===== src/rtl/sweep_pkg.sv =====
package sweep_pkg;
  localparam int MODE_W = 3;

  typedef enum logic [MODE_W-1:0] {
    SEG_RAMP   = 3'b000,
    SEG_STEER  = 3'b001,
    SEG_BOUNCE = 3'b011,
    SEG_WRAP   = 3'b100
  } seg_mode_e;

  function automatic logic is_steer(input logic [MODE_W-1:0] m);
    return m == SEG_STEER;
  endfunction

  function automatic logic is_ramp(input logic [MODE_W-1:0] m);
    return (m != SEG_STEER) && (m != SEG_BOUNCE) && (m != SEG_WRAP);
  endfunction
endpackage


===== src/rtl/sweep_ctrl.sv =====
module sweep_ctrl #(
  parameter int PW = 2
) (
  input  logic          clk_i,
  input  logic          rst_i,
  input  logic          ram_en_i,
  input  logic          update_i,
  input  logic [PW-1:0] prof_sel_i,
  input  logic          dir_i,
  input  logic          lock_i,
  output logic          upd_rise_o,
  output logic [PW-1:0] prof_o,
  output logic          restart_o,
  output logic          dir_flip_o
);
  logic          upd_q;
  logic          dir_q;
  logic [PW-1:0] prof_q;
  logic          prof_chg;

  assign upd_rise_o = update_i & ~upd_q;
  assign prof_chg   = prof_sel_i != prof_q;
  assign dir_flip_o = dir_i ^ dir_q;
  assign prof_o     = prof_q;

  always_ff @(posedge clk_i) begin
    if (rst_i) begin
      upd_q     <= 1'b0;
      dir_q     <= 1'b0;
      prof_q    <= '0;
      restart_o <= 1'b0;
    end else begin
      upd_q     <= update_i;
      dir_q     <= dir_i;
      prof_q    <= prof_sel_i;
      restart_o <= ram_en_i & (upd_rise_o | (prof_chg & ~lock_i));
    end
  end
endmodule


===== src/rtl/sweep_bank.sv =====
module sweep_bank
  import sweep_pkg::*;
#(
  parameter int NPROF = 4,
  parameter int AW    = 10,
  parameter int RW    = 16,
  parameter int PW    = 2
) (
  input  logic                  clk_i,
  input  logic                  rst_i,
  input  logic                  load_i,
  input  logic [NPROF*MODE_W-1:0] mode_i,
  input  logic [NPROF*AW-1:0]   begin_i,
  input  logic [NPROF*AW-1:0]   final_i,
  input  logic [NPROF*RW-1:0]   rate_i,
  input  logic [PW-1:0]         sel_i,
  output logic [MODE_W-1:0]     cur_mode_o,
  output logic [AW-1:0]         cur_begin_o,
  output logic [AW-1:0]         cur_final_o,
  output logic [RW-1:0]         cur_rate_o,
  output logic                  lock_o
);
  logic [MODE_W-1:0] mode_a  [NPROF];
  logic [AW-1:0]     begin_a [NPROF];
  logic [AW-1:0]     final_a [NPROF];
  logic [RW-1:0]     rate_a  [NPROF];
  logic [PW-1:0]     eff;
  logic [RW-1:0]     raw_rate;

  for (genvar p = 0; p < NPROF; p++) begin : g_prof
    logic [MODE_W-1:0] mode_r;
    logic [AW-1:0]     begin_r;
    logic [AW-1:0]     final_r;
    logic [RW-1:0]     rate_r;

    always_ff @(posedge clk_i) begin
      if (rst_i) begin
        mode_r  <= '0;
        begin_r <= '0;
        final_r <= '0;
        rate_r  <= '0;
      end else if (load_i) begin
        mode_r  <= mode_i[p*MODE_W +: MODE_W];
        begin_r <= begin_i[p*AW +: AW];
        final_r <= final_i[p*AW +: AW];
        rate_r  <= rate_i[p*RW +: RW];
      end
    end

    assign mode_a[p]  = mode_r;
    assign begin_a[p] = begin_r;
    assign final_a[p] = final_r;
    assign rate_a[p]  = rate_r;
  end

  // Steered mode on profile 0 takes over the whole bank
  assign lock_o      = is_steer(mode_a[0]);
  assign eff         = lock_o ? '0 : sel_i;
  assign cur_mode_o  = mode_a[eff];
  assign cur_begin_o = begin_a[eff];
  assign cur_final_o = final_a[eff];
  assign raw_rate    = rate_a[eff];
  assign cur_rate_o  = (raw_rate == '0) ? RW'(1) : raw_rate;
endmodule


===== src/rtl/sweep_timer.sv =====
module sweep_timer #(
  parameter int RW = 16
) (
  input  logic          clk_i,
  input  logic          rst_i,
  input  logic          hold_i,
  input  logic          load_i,
  input  logic [RW-1:0] rate_i,
  output logic          expire_o
);
  logic [RW-1:0] cnt_q;

  assign expire_o = cnt_q == RW'(1);

  always_ff @(posedge clk_i) begin
    if (rst_i) begin
      cnt_q <= '0;
    end else if (!hold_i) begin
      if (load_i || expire_o) begin
        cnt_q <= rate_i;
      end else if (cnt_q != '0) begin
        cnt_q <= cnt_q - RW'(1);
      end
    end
  end
endmodule


===== src/rtl/sweep_addr.sv =====
module sweep_addr
  import sweep_pkg::*;
#(
  parameter int AW = 10
) (
  input  logic              clk_i,
  input  logic              rst_i,
  input  logic              hold_i,
  input  logic              restart_i,
  input  logic              expire_i,
  input  logic              dir_i,
  input  logic              flip_i,
  input  logic [MODE_W-1:0] mode_i,
  input  logic [AW-1:0]     begin_i,
  input  logic [AW-1:0]     final_i,
  output logic [AW-1:0]     addr_o,
  output logic              step_o,
  output logic              end_o,
  output logic              run_o
);
  logic [AW-1:0] addr_n;
  logic          up_q;
  logic          up_n;
  logic          run_n;
  logic          end_n;
  logic          at_top;
  logic          at_bot;

  assign at_top = addr_o == final_i;
  assign at_bot = addr_o == begin_i;

  always_comb begin
    addr_n = addr_o;
    up_n   = up_q;
    run_n  = run_o;
    if (restart_i) begin
      addr_n = begin_i;
      up_n   = 1'b1;
      run_n  = 1'b1;
    end else if (run_o) begin
      unique case (mode_i)
        SEG_STEER: begin
          if (flip_i || expire_i) begin
            if (dir_i && !at_top) begin
              addr_n = addr_o + AW'(1);
            end else if (!dir_i && !at_bot) begin
              addr_n = addr_o - AW'(1);
            end
          end
        end
        SEG_BOUNCE: begin
          if (expire_i) begin
            if (up_q) begin
              if (!at_top) begin
                addr_n = addr_o + AW'(1);
                up_n   = (addr_n != final_i);
              end
            end else if (!at_bot) begin
              addr_n = addr_o - AW'(1);
              up_n   = (addr_n == begin_i);
            end
          end
        end
        SEG_WRAP: begin
          if (expire_i) begin
            addr_n = at_top ? begin_i : addr_o + AW'(1);
          end
        end
        default: begin
          if (expire_i && !at_top) begin
            addr_n = addr_o + AW'(1);
          end
        end
      endcase
    end
  end

  always_comb begin
    end_n = 1'b0;
    if (run_n) begin
      if (is_steer(mode_i)) begin
        end_n = dir_i ? (addr_n == final_i) : (addr_n == begin_i);
      end else if (is_ramp(mode_i)) begin
        end_n = addr_n == final_i;
      end
    end
  end

  always_ff @(posedge clk_i) begin
    if (rst_i) begin
      addr_o <= '0;
      up_q   <= 1'b1;
      run_o  <= 1'b0;
      step_o <= 1'b0;
      end_o  <= 1'b0;
    end else if (hold_i) begin
      step_o <= 1'b0;
    end else begin
      addr_o <= addr_n;
      up_q   <= up_n;
      run_o  <= run_n;
      step_o <= !restart_i && (addr_n != addr_o);
      end_o  <= end_n;
    end
  end
endmodule


===== src/rtl/ram_sweep_gen.sv =====
module ram_sweep_gen
  import sweep_pkg::*;
#(
  parameter int NPROF = 4,
  parameter int AW    = 10,
  parameter int RW    = 16,
  localparam int PW   = (NPROF > 1) ? $clog2(NPROF) : 1
) (
  input  logic                    clk_i,
  input  logic                    rst_i,
  input  logic                    ram_en_i,
  input  logic                    update_i,
  input  logic [PW-1:0]           prof_sel_i,
  input  logic                    dir_i,
  input  logic [NPROF*MODE_W-1:0] seg_mode_i,
  input  logic [NPROF*AW-1:0]     seg_begin_i,
  input  logic [NPROF*AW-1:0]     seg_final_i,
  input  logic [NPROF*RW-1:0]     seg_rate_i,
  output logic [AW-1:0]           addr_o,
  output logic                    step_o,
  output logic                    end_o
);
  logic              upd_rise_w;
  logic [PW-1:0]     prof_w;
  logic              restart_w;
  logic              dir_flip_w;
  logic              lock_w;
  logic [MODE_W-1:0] cur_mode_w;
  logic [AW-1:0]     cur_begin_w;
  logic [AW-1:0]     cur_final_w;
  logic [RW-1:0]     cur_rate_w;
  logic              expire_w;
  logic              running_w;
  logic              hold_w;
  logic              tmr_load_w;

  assign hold_w     = ~ram_en_i;
  assign tmr_load_w = restart_w | (is_steer(cur_mode_w) & running_w & dir_flip_w);

  sweep_ctrl #(.PW(PW)) u_ctrl (
    .clk_i      (clk_i),
    .rst_i      (rst_i),
    .ram_en_i   (ram_en_i),
    .update_i   (update_i),
    .prof_sel_i (prof_sel_i),
    .dir_i      (dir_i),
    .lock_i     (lock_w),
    .upd_rise_o (upd_rise_w),
    .prof_o     (prof_w),
    .restart_o  (restart_w),
    .dir_flip_o (dir_flip_w)
  );

  sweep_bank #(.NPROF(NPROF), .AW(AW), .RW(RW), .PW(PW)) u_bank (
    .clk_i       (clk_i),
    .rst_i       (rst_i),
    .load_i      (upd_rise_w),
    .mode_i      (seg_mode_i),
    .begin_i     (seg_begin_i),
    .final_i     (seg_final_i),
    .rate_i      (seg_rate_i),
    .sel_i       (prof_w),
    .cur_mode_o  (cur_mode_w),
    .cur_begin_o (cur_begin_w),
    .cur_final_o (cur_final_w),
    .cur_rate_o  (cur_rate_w),
    .lock_o      (lock_w)
  );

  sweep_timer #(.RW(RW)) u_timer (
    .clk_i    (clk_i),
    .rst_i    (rst_i),
    .hold_i   (hold_w),
    .load_i   (tmr_load_w),
    .rate_i   (cur_rate_w),
    .expire_o (expire_w)
  );

  sweep_addr #(.AW(AW)) u_addr (
    .clk_i     (clk_i),
    .rst_i     (rst_i),
    .hold_i    (hold_w),
    .restart_i (restart_w),
    .expire_i  (expire_w),
    .dir_i     (dir_i),
    .flip_i    (dir_flip_w),
    .mode_i    (cur_mode_w),
    .begin_i   (cur_begin_w),
    .final_i   (cur_final_w),
    .addr_o    (addr_o),
    .step_o    (step_o),
    .end_o     (end_o),
    .run_o     (running_w)
  );
endmodule


===== config.mk =====
export PLATFORM = sky130hd
export DESIGN_NAME = ram_sweep_gen
export DESIGN_NICKNAME = d
export VERILOG_FILES = /design/src/rtl/sweep_pkg.sv /design/src/rtl/sweep_ctrl.sv /design/src/rtl/sweep_bank.sv /design/src/rtl/sweep_timer.sv /design/src/rtl/sweep_addr.sv /design/src/rtl/ram_sweep_gen.sv
export SDC_FILE = /design/constraint.sdc
export NUM_CORES = 1
export LEC_CHECK = 0
export BUFFER_PORTS_ARGS = -buffer_cell sky130_fd_sc_hd__buf_2
export CAP_MARGIN = 20
export CORE_MARGIN = 1
export CORE_UTILIZATION = 63
export DETAILED_ROUTE_END_ITERATION = 10
export PLACE_DENSITY = 0.86
export REMOVE_ABC_BUFFERS = 1
export SYNTH_ARGS = -nofsm -noshare
export SYNTH_HDL_FRONTEND = slang
export SYNTH_SLANG_ARGS = --single-unit

===== constraint.sdc =====
create_clock -name clk_i -period 10.03 [get_ports clk_i]
set_input_delay 1.5045 -clock clk_i [delete_from_list [all_inputs] [get_ports clk_i]]
set_output_delay 1.5045 -clock clk_i [all_outputs]
set_load 0.01 [all_outputs]

Word level (Yosys, flattened, before mapping)
Index checks and enable logic that the tools add are counted.

storage, ports and cells
  flip-flop bits (word level) = 191
  input bits = 163
  word-level logic and storage cells = 120

operators by class
  add/subtract/negate cells = 3
  order comparisons = 1
  eq/ne operators = 16
  mux-type cells = 41
  bitwise operators = 12
  reductions and logical operators = 21

operators with widths
  kind                   count
  $mux 10                16
  $mux 16                5
  $eq 10x10->1           5
  $bmux 10 s2            2
  $bmux 16 s2            1
  $pmux 10 s3            1
  $ne 10x10->1           2
  $eq 16x1->1 const B    1
  $logic_not 16->1       1
  $reduce_bool 16->1     1
  $sub 16x1->16 const B  1
  $mux 1                 12
  $add 10x1->10 const B  1
  $sub 10x1->10 const B  1
  $reduce_bool 2->1      4
  $bmux 3 s2             1
  $eq 3x1->1 const B     2
  $logic_and 1x1->1      6
  $mux 3                 2
  $and 1x1->1            5
  $logic_not 1->1        4
  $reduce_and 4->1       1
  $eq 3x2->1 const B     1
  $eq 3x3->1 const B     1
  other kinds (13)       17

Logic depth before layout (Yosys ltp)
Gate-level depths: netlist of run 1.

  word-level depth = 19
  gate-level depth with buffers = 19

Cells and area by module
A second synthesis of run 1 with hierarchy kept.

unflattened totals
  cell total of the unflattened synthesis = 1523
  area total of the unflattened synthesis = 12293.0 um^2

by module, submodules not included
  module         times used  cells an instance  area each (um^2)  sequential area each (um^2)
  sweep_bank     1           718                6739.0            3123.0
  sweep_addr     1           640                4152.7            280.3
  sweep_timer    1           146                1201.2            320.3
  sweep_ctrl     1           16                 176.4             100.1
  ram_sweep_gen  1           3                  23.8              0.0

Least setup slack after synthesis of run 1
OpenSTA, ideal clock, no wires.

  path type = input to register
  from = input port dir_i
  to = register u_addr.end_o
  setup time = 0.060 ns
  arrival time = 4.065 ns
  required time = 9.970 ns
  setup slack = 5.905 ns
  stages = 13
  path buffers = 2
  cells stage by stage = clkbuf_1 -> xnor2_1 -> nand2_1 -> clkbuf_1 -> a211oi_1 -> o31ai_1 -> o311a_1 -> o211ai_1 -> o31ai_1 -> o221ai_1 -> or4_1 -> nor4_1 -> nand2b_1

on the way
  cells in the longest elaborated chain, start to end = 12
  elaborated cells between the ends (all ways) = 17
  classes of those cells = eq/ne: 2; mux: 10; bitwise: 1; reduce/logical: 4

ends and longest elaborated chain
  element                          RTL line                            RTL
  start, declared                  ram_sweep_gen.sv:14                 input logic dir_i,
  $logic_not 1->1                  sweep_addr.sv:46                    end else if (!dir_i && !at_bot) begin
  $logic_and 1x1->1                sweep_addr.sv:46
  $mux 10                          sweep_addr.sv:46
  $mux 10                          sweep_addr.sv:44                    if (dir_i && !at_top) begin
  $mux 10                          sweep_addr.sv:43                    if (flip_i || expire_i) begin
  $pmux 10 s3                      sweep_addr.sv:41                    unique case (mode_i)
  $mux 10                          sweep_addr.sv:40                    end else if (run_o) begin
  $mux 10                          sweep_addr.sv:36                    if (restart_i) begin
  $eq 10x10->1 (on tied branches)  sweep_addr.sv:82, sweep_addr.sv:84
  $mux 1 (on tied branches)        sweep_addr.sv:83, sweep_addr.sv:82
  $mux 1 *                         sweep_addr.sv:81                    if (is_steer(mode_i)) begin
  $mux 1 *                         sweep_addr.sv:80                    if (run_n) begin
  end signal, assigned             sweep_addr.sv:103                   end_o <= end_n;
  end, declared                    sweep_addr.sv:18                    output logic end_o,

Every way passes the cells marked *; elsewhere a longest branch is shown, timed or not.
A chain may end at the register's enable or synchronous reset.

Final worst setup path of run 1
  from = register u_ctrl.prof_q[0] (netlist: u_ctrl.prof_o[0])
  to = register u_addr.end_o

on the way
  cells in the longest elaborated chain, start to end = 18
  elaborated cells between the ends (all ways) = 45
  classes of those cells = eq/ne: 10; mux: 27; bitwise: 1; reduce/logical: 7

ends and longest elaborated chain
  element                                      RTL line                                              RTL
  start, declared                              sweep_ctrl.sv:18                                      logic [PW-1:0] prof_q;
  start signal, assigned                       sweep_ctrl.sv:35                                      prof_q <= prof_sel_i;
  $mux 2 *                                     sweep_bank.sv:58                                      assign eff = lock_o ? '0 : sel_i;
  $not 2->3 (implied by the code) *            sweep_bank.sv:59, sweep_bank.sv:60, sweep_bank.sv:61
  $bmux 10 s2                                  sweep_bank.sv:60                                      assign cur_begin_o = begin_a[eff];
  $mux 10 (implied by the code) (2 in series)  sweep_bank.sv:60
  $eq 10x10->1                                 sweep_addr.sv:30                                      assign at_bot = addr_o == begin_i;
  $logic_not 1->1                              sweep_addr.sv:46
  $logic_and 1x1->1                            sweep_addr.sv:46
  $mux 10                                      sweep_addr.sv:46
  $mux 10                                      sweep_addr.sv:44
  $mux 10                                      sweep_addr.sv:43
  $pmux 10 s3                                  sweep_addr.sv:41
  $mux 10                                      sweep_addr.sv:40
  $mux 10                                      sweep_addr.sv:36
  $eq 10x10->1 (on tied branches)              sweep_addr.sv:82, sweep_addr.sv:84
  $mux 1 (on tied branches)                    sweep_addr.sv:83, sweep_addr.sv:82
  $mux 1 *                                     sweep_addr.sv:81
  $mux 1 *                                     sweep_addr.sv:80

Every way passes the cells marked *; elsewhere a longest branch is shown, timed or not. The select of a mux whose other input is x is not followed.

==> results of run 1 <==
## worst max-delay path, stage by stage (launching register included)
cell                       delay, ps
sky130_fd_sc_hd__dfxtp_2         630
sky130_fd_sc_hd__buf_4           580
sky130_fd_sc_hd__nor2_1          230
sky130_fd_sc_hd__nor2_2          560
sky130_fd_sc_hd__mux2i_1         590
sky130_fd_sc_hd__o221a_1         350
sky130_fd_sc_hd__nand4_1         710
sky130_fd_sc_hd__nor2_1          650
sky130_fd_sc_hd__buf_4           300
sky130_fd_sc_hd__a2111o_1        160
sky130_fd_sc_hd__nor4_1           90
sky130_fd_sc_hd__a221oi_1        530
sky130_fd_sc_hd__nor2_1           80
sky130_fd_sc_hd__or4_1           520
sky130_fd_sc_hd__nor4_1          230
sky130_fd_sc_hd__nand2b_1        140
## per-layer routing
| layer | wire length [um] | part of all wire (%) | global-route usage [%] |
|---|---|---|---|
| met2 | 19790 | 41 | 68.19 |
| met1 | 18280 | 38 | 60.54 |
| met4 | 3097 | 6.5 | 27.96 |
| met3 | 6767 | 14 | 14.82 |
| met5 | 0 | 0 | 0 |
## power by group
| group | internal, mW | total, mW | switching (mW) |
|---|---|---|---|
| logic | 0.235 | 0.700 | 0.465 |
| registers | 0.809 | 0.852 | 0.0431 |
| clock network | 0.343 | 0.702 | 0.359 |
| total | 1.39 | 2.25 | 0.867 |
## path summary, 6_finish.rpt
| path | startpoint | to | cells after the start |
|---|---|---|---|
| hold / removal | u_bank.g_prof[1].rate_r[2] | u_bank.g_prof[1].rate_r[2] | 2 |
| setup reg to reg | u_ctrl.prof_o[0] | u_addr.end_o | 15 |
| setup / recovery | u_ctrl.prof_o[0] | u_addr.end_o | 15 |
| hold reg to reg | u_bank.g_prof[1].rate_r[2] | u_bank.g_prof[1].rate_r[2] | 2 |
## cells by family after synthesis
kind of cell | synth area share (%)
xor gates and xnor gates | 3.437
muxes | 4.989
and+or+nand+nor | 25.82
DFF | 30.62
adders and majority gates | 0.4008
buffers and inverters | 5.941
AOI/OAI and AO/OA | 28.79
## layout make-up
type / count / area (sq um)
clock buffer: 18 / 439.2
clock inverter: 14 / 160.2
fill: 1505 / 5512
inverter: 24 / 90.09
multi-input combinational: 1369 / 7950
sequential: 191 / 3825
tap: 265 / 331.6
timing repair buffer: 211 / 1155
## registers in the layout, summed over array words and instances, names as in the netlist
register,cells
u_addr.addr_o,10
u_addr.end_o,1
u_addr.run_o,1
u_addr.step_o,1
u_addr.up_q,1
u_bank.g_prof.begin_r,40
u_bank.g_prof.final_r,40
u_bank.g_prof.mode_r,12
u_bank.g_prof.rate_r,64
u_ctrl.dir_q,1
u_ctrl.prof_o,2
u_ctrl.restart_o,1
u_ctrl.upd_q,1
u_timer.cnt_q,16
## through the flow
step	util [%]	hold slack (ps)	worst slack, ps
after floorplan	-	425.2	3228
after global placement	68.60	442.3	3995
after detailed placement	68.60	446.3	3906
after CTS	71.68	457.8	3947
after global routing	71.68	472.0	3404
final	71.68	454.5	3601
## cells in the final DEF, fill, tap and decap left out, drive strengths merged, types with 9 or more instances in the layout
cell type,n
xnor2,34
dfxtp,191
a21o,10
a22oi,25
and3,19
nor2b,11
a21oi,230
o21ai,80
a31oi,12
nor3,34
buf,211
clkbuf,18
a211oi,28
nor4,27
inv,27
nand2,383
nand4,18
o221ai,24
o211ai,21
nand3,38
clkinv,10
o31ai,10
xor2,15
mux2i,55
nand2b,20
o22ai,9
or2,9
nor2,101
==> impl_metrics.ini, run 1 <==
[outcome]
outcome = finished clean

[synth]
synthTopCellsByArea = sky130_fd_sc_hd__dfxtp_1, sky130_fd_sc_hd__nand2_1, sky130_fd_sc_hd__a21oi_1
synth_area_sq_um = 12490
number_of_enable_type_register_cells_in_the_synthesized_netlist = 0
ys_dominant_reg_cell = sky130_fd_sc_hd__dfxtp_1
yosys.area.top_type = sky130_fd_sc_hd__dfxtp_1
async_flop_share_pct = 0
synthMostInstantiatedCell = sky130_fd_sc_hd__nand2_1
unique_cell_type_count_in_the_yosys_netlist = 98
postSynthCellCount = 1731
synthDominantCellAreaShare_pct = 30.62
synth_sequential_area_ratio_pct = 30.62
synth-warning-count = 0
postSynthRegisterBits = 191
post_synth_most_frequent_cells = sky130_fd_sc_hd__nand2_1, sky130_fd_sc_hd__a21oi_1, sky130_fd_sc_hd__dfxtp_1
syn_avg_cell_area_sq_um = 7.214

[detailed_routing]
detail-route-antenna-nets = 0
wire_per_inst_um = 22.91
drt-vias-per-instance = 6.988
postRouteWirelength_um = 47930
dr.pass1.iters = 7
detail_route.iter0.violations = 2122
route.vias.total = 14619
post-route-drc-count = 0

[pwr]
power.density_nw_per_um2 = 161.5
irDropWorstVdd_uv = 123.3
post-layout-total-power_mw = 2.253
total_leakage_power_nw = 5.396

[setup_path]
timing.critical_path.from_type = flop
path_class = flop to flop
cp_data_required_time_ps = 10420
worst_setup_path_end_kind = flop
crit_arrival_ps = 6820
timing.critical_path.fanout_max = 43
r2r_slack_ps = 3600

[clock_tree]
clk-insertion-delay-late_ps = 450
cts_sinks = 191
tritoncts = built
ctsResizeCount = 0
cts.root.buffer_cell = sky130_fd_sc_hd__clkbuf_16
cts.clk_slew.worst_paths_ps = 90
max-clock-path-buffers = 2
htree_levels = 4
postCtsSetupBuffers = 0
cts_buf_count = 17
post_cts_hold_fix_bufs = 0

[placed_design]
placement.cell_area_sq_um = 13350
port_buf_inserts = 174
detailed_place_hpwl_um = 32350
routabilityCongestion = 1.144
dp_cells = 2060

[global_routing]
grt_pass1_vias = 13164
grt_overflow_total = 0
grt_util_all_layers_pct = 46.89
antenna_violations_before_repair = 1
global_route_wire_length_before_repair_um = 72580
grt_start_max_net_pins = 108

[timing]
fin_setup_tns_ps = 0
fin_skew_ps = 15.69
finalSetupViolations = 0
timing.final.crit_share_pct = 64.10
clock.fmax_ghz = 0.1555
final-max-slew-violation-count = 0
relSlewSlack_pct = 19.01
worst_pin_slew_ps = 1204
hold_viol_final = 0
rsz0062_at_grt = false
fin_crit_ps = 6429

[final_layout]
post_layout_nonfiller_instances = 2092
design.final.nets = 1981
post_route_cells_drive_above_1_share_pct = 15.87
areaGrowthSynthToFinish_pct = 11.71
diodes = 0
final_cell_area_sq_um = 13950

[floorplan]
floorplan.die.height_um = 142.8
num_io_pins = 175
core-area_sq_um = 19460
die_x_um = 142.8
dieArea_sq_um = 20390
row_count = 51
starting_density_of_the_core_pct = 64.17

[flow_run]
cap_viol_max_count = 0

[worst_hold_path]
worstHoldPathType = flop to flop
Note: power is estimated with default switching activity, not from simulation.
==> run 2: changes to the inputs <==
Settings changed: CORE_UTILIZATION 63 to 53, PLACE_DENSITY 0.86 to 0.78.
Clock period 10.03 ns to 5.3 ns, I/O delays scaled along.
==> run 2 against run 1 <==
Compared with the run above:
- clock skew is 2.0 ps lower
- worst hold slack better by 4.4 ps
- via count is 0.32% lower
- worst setup slack worse by 3300 ps
- critical path depth fell by 1
- first-iteration DRC count decreased by 9.5%
- cell count grew 6.1%
- critical path type unchanged
==> impl_metrics.ini, run 2 (synthesis results as in run 1) <==
[timing]
final.hold.worst_slack_ps = 458.9
fin_crit_ps = 5013
finalSetupViolations = 0
timing.final.crit_share_pct = 94.59
relSlewSlack_pct = 28.47
worst_pin_slew_ps = 1062
rsz0062_at_grt = false
hold_viol_final = 0
clock.fmax_ghz = 0.1995
final-max-slew-violation-count = 0
setup_slack_ps = 286.9
fin_skew_ps = 13.71

[final_layout]
areaGrowthSynthToFinish_pct = 17.56
largest_register_ff_count = 64
regMostFlops = u_bank.g_prof.rate_r
multiInputGateArea_sq_um = 7956
layout.cells.most_common = sky130_fd_sc_hd__nand2_1
mostFrequentLayoutCells = sky130_fd_sc_hd__nand2_1, sky130_fd_sc_hd__a21oi_1, sky130_fd_sc_hd__dfxtp_1
reg_top3 = u_bank.g_prof.rate_r (64), u_bank.g_prof.begin_r (40), u_bank.g_prof.final_r (40)
post_route_cells_drive_above_1_share_pct = 19.51
finalCoreUtilization_pct = 64.26
register_area_sq_um = 3826
design.final.nets = 2061
layout.filler_cells = 2049
diodes = 0

[clock_tree]
cts.root.buffer_cell = sky130_fd_sc_hd__clkbuf_16
cts.clk_slew.worst_paths_ps = 90
cts_sinks = 191
tritoncts = built
cts_buf_count = 17
htree_levels = 4
max-clock-path-buffers = 2
clk-insertion-delay-late_ps = 460
postCtsSetupBuffers = 0
post_cts_hold_fix_bufs = 0

[setup_path]
cp_common_cell = sky130_fd_sc_hd__o221ai_1
cp_data_required_time_ps = 5700
crit_arrival_ps = 5420
path_class = flop to flop
worst_setup_path_end_kind = flop
crit_chain = or3b_1 -> a21oi_1 -> nor2_1 -> a2111oi_2 -> and3_1 -> buf_12 -> nand2_1 -> a311oi_1 -> o221ai_1 -> o211ai_1 -> o221ai_1 -> or4_1 -> nor4_1 -> nand2b_1
slowest_stage = sky130_fd_sc_hd__or3b_1
timing.critical_path.from_type = flop
timing.critical_path.fanout_max = 18
worst-path-buf-inv = 1
cp_slowest_stage_delay_ps = 700
cp_top_family = simple AND/OR/NAND/NOR gates

[detailed_routing]
dr.pass1.iters = 7
postRouteWirelength_um = 52270
wire_per_inst_um = 23.55
detail_route.iter0.violations = 1921
route.vias.total = 14572
drt-vias-per-instance = 6.564
post-route-drc-count = 0
detail-route-antenna-nets = 0

[placed_design]
port_buf_inserts = 174
dpl_worst_slack_ps = 517.7
detailed_place_hpwl_um = 37570
routabilityCongestion = 1.116

[pwr]
p_comb_share_pct = 31.8
power.net_switching_mw = 1.723
p_seq_share_pct = 36.4
power.density_nw_per_um2 = 304.6
total_leakage_power_nw = 5.801
p_int_mw = 2.749
irDropWorstVdd_uv = 220.8
netSwitchingFraction_pct = 38.53
share_clk_of_total_power_pct = 31.8

[global_routing]
grt_util_all_layers_pct = 43.69
grt_pass1_vias = 13701
grt_start_max_net_pins = 157
antenna_violations_before_repair = 0
global_route_wire_length_before_repair_um = 80030
grt_overflow_total = 0

[floorplan]
die_x_um = 155.5
row_count = 55
floorplan.die.height_um = 155.5
starting_density_of_the_core_pct = 54.66
dieArea_sq_um = 24180
core-area_sq_um = 22850
num_io_pins = 175

[outcome]
outcome = finished clean

[flow_run]
cap_viol_max_count = 0

[worst_hold_path]
worstHoldPathType = flop to flop
run 2: changes by cell type in the layout (fill, tap and decap cells not counted), moves of 2 or more:
cell	before	now
sky130_fd_sc_hd__clkinv_8	4	6
sky130_fd_sc_hd__inv_8	5	0
sky130_fd_sc_hd__inv_12	0	2
sky130_fd_sc_hd__buf_12	0	2
sky130_fd_sc_hd__inv_6	2	4
sky130_fd_sc_hd__buf_4	37	115
run 2: area by class of cell:
class / count / area share (%)
multi-input cells: 1369 / 54.19
flip-flops and latches: 191 / 26.06
repair buffers: 291 / 12.13
clock buffers: 17 / 2.898
well taps: 313 / 2.667
clock inverters: 15 / 1.440
inverters: 24 / 0.6136
run 2: repair_timing:
| action | CTS | global route |
|---|---|---|
| gates resized for setup | 0 | 1 |
| endpoints found under the hold margin | 0 | 0 |
| setup endpoints to repair | 0 | 2 |
run 2: tightest hold or removal path, stage by stage, from the launching register on:
cell	delay [ps]
sky130_fd_sc_hd__dfxtp_1	320
sky130_fd_sc_hd__nand2_1	50
sky130_fd_sc_hd__a21oi_1	50
run 2: stage by stage:
| step | std cells | total power [mW] | cell area (sq um) | setup TNS [ps] |
|---|---|---|---|---|
| after floorplan | 1584 | 2.432 | 11840 | -124300 |
| after global placement | 2188 | 2.989 | 14040 | 0 |
| after detailed placement | 2188 | 2.999 | 14040 | 0 |
| after CTS | 2220 | 4.401 | 14680 | 0 |
| after global routing | 2220 | 4.620 | 14680 | 0 |
| final | 2220 | 4.472 | 14680 | 0 |
run 2: path summary, 6_finish.rpt:
kind,slack [ps],cells after the start,start,endpoint
worst max-delay path,290,14,u_bank.g_prof[0].mode_r[0],u_addr.end_o
worst min-delay path,460,2,u_bank.g_prof[1].rate_r[0],u_bank.g_prof[1].rate_r[0]
worst max register to register,290,14,u_bank.g_prof[0].mode_r[0],u_addr.end_o
worst min register to register,460,2,u_bank.g_prof[1].rate_r[0],u_bank.g_prof[1].rate_r[0]
run 2: routing by layer:
layer	track usage [%]	wire length, um	vias to the layer above
met5	0	0	-
met3	12.40	6467	247
met4	24.79	3416	0
li1	-	-	6572
met2	64.00	21740	1021
met1	57.38	20650	6732
run 2: power groups by stage:
| stage | clock (mW) | sequential (mW) | combinational (mW) |
|---|---|---|---|
| floorplan | 0 | 1.65 | 0.785 |
| global placement | 0 | 1.65 | 1.34 |
| detailed placement | 0 | 1.65 | 1.35 |
| CTS | 1.42 | 1.62 | 1.36 |
| global route | 1.48 | 1.63 | 1.51 |
| finish | 1.42 | 1.63 | 1.42 |
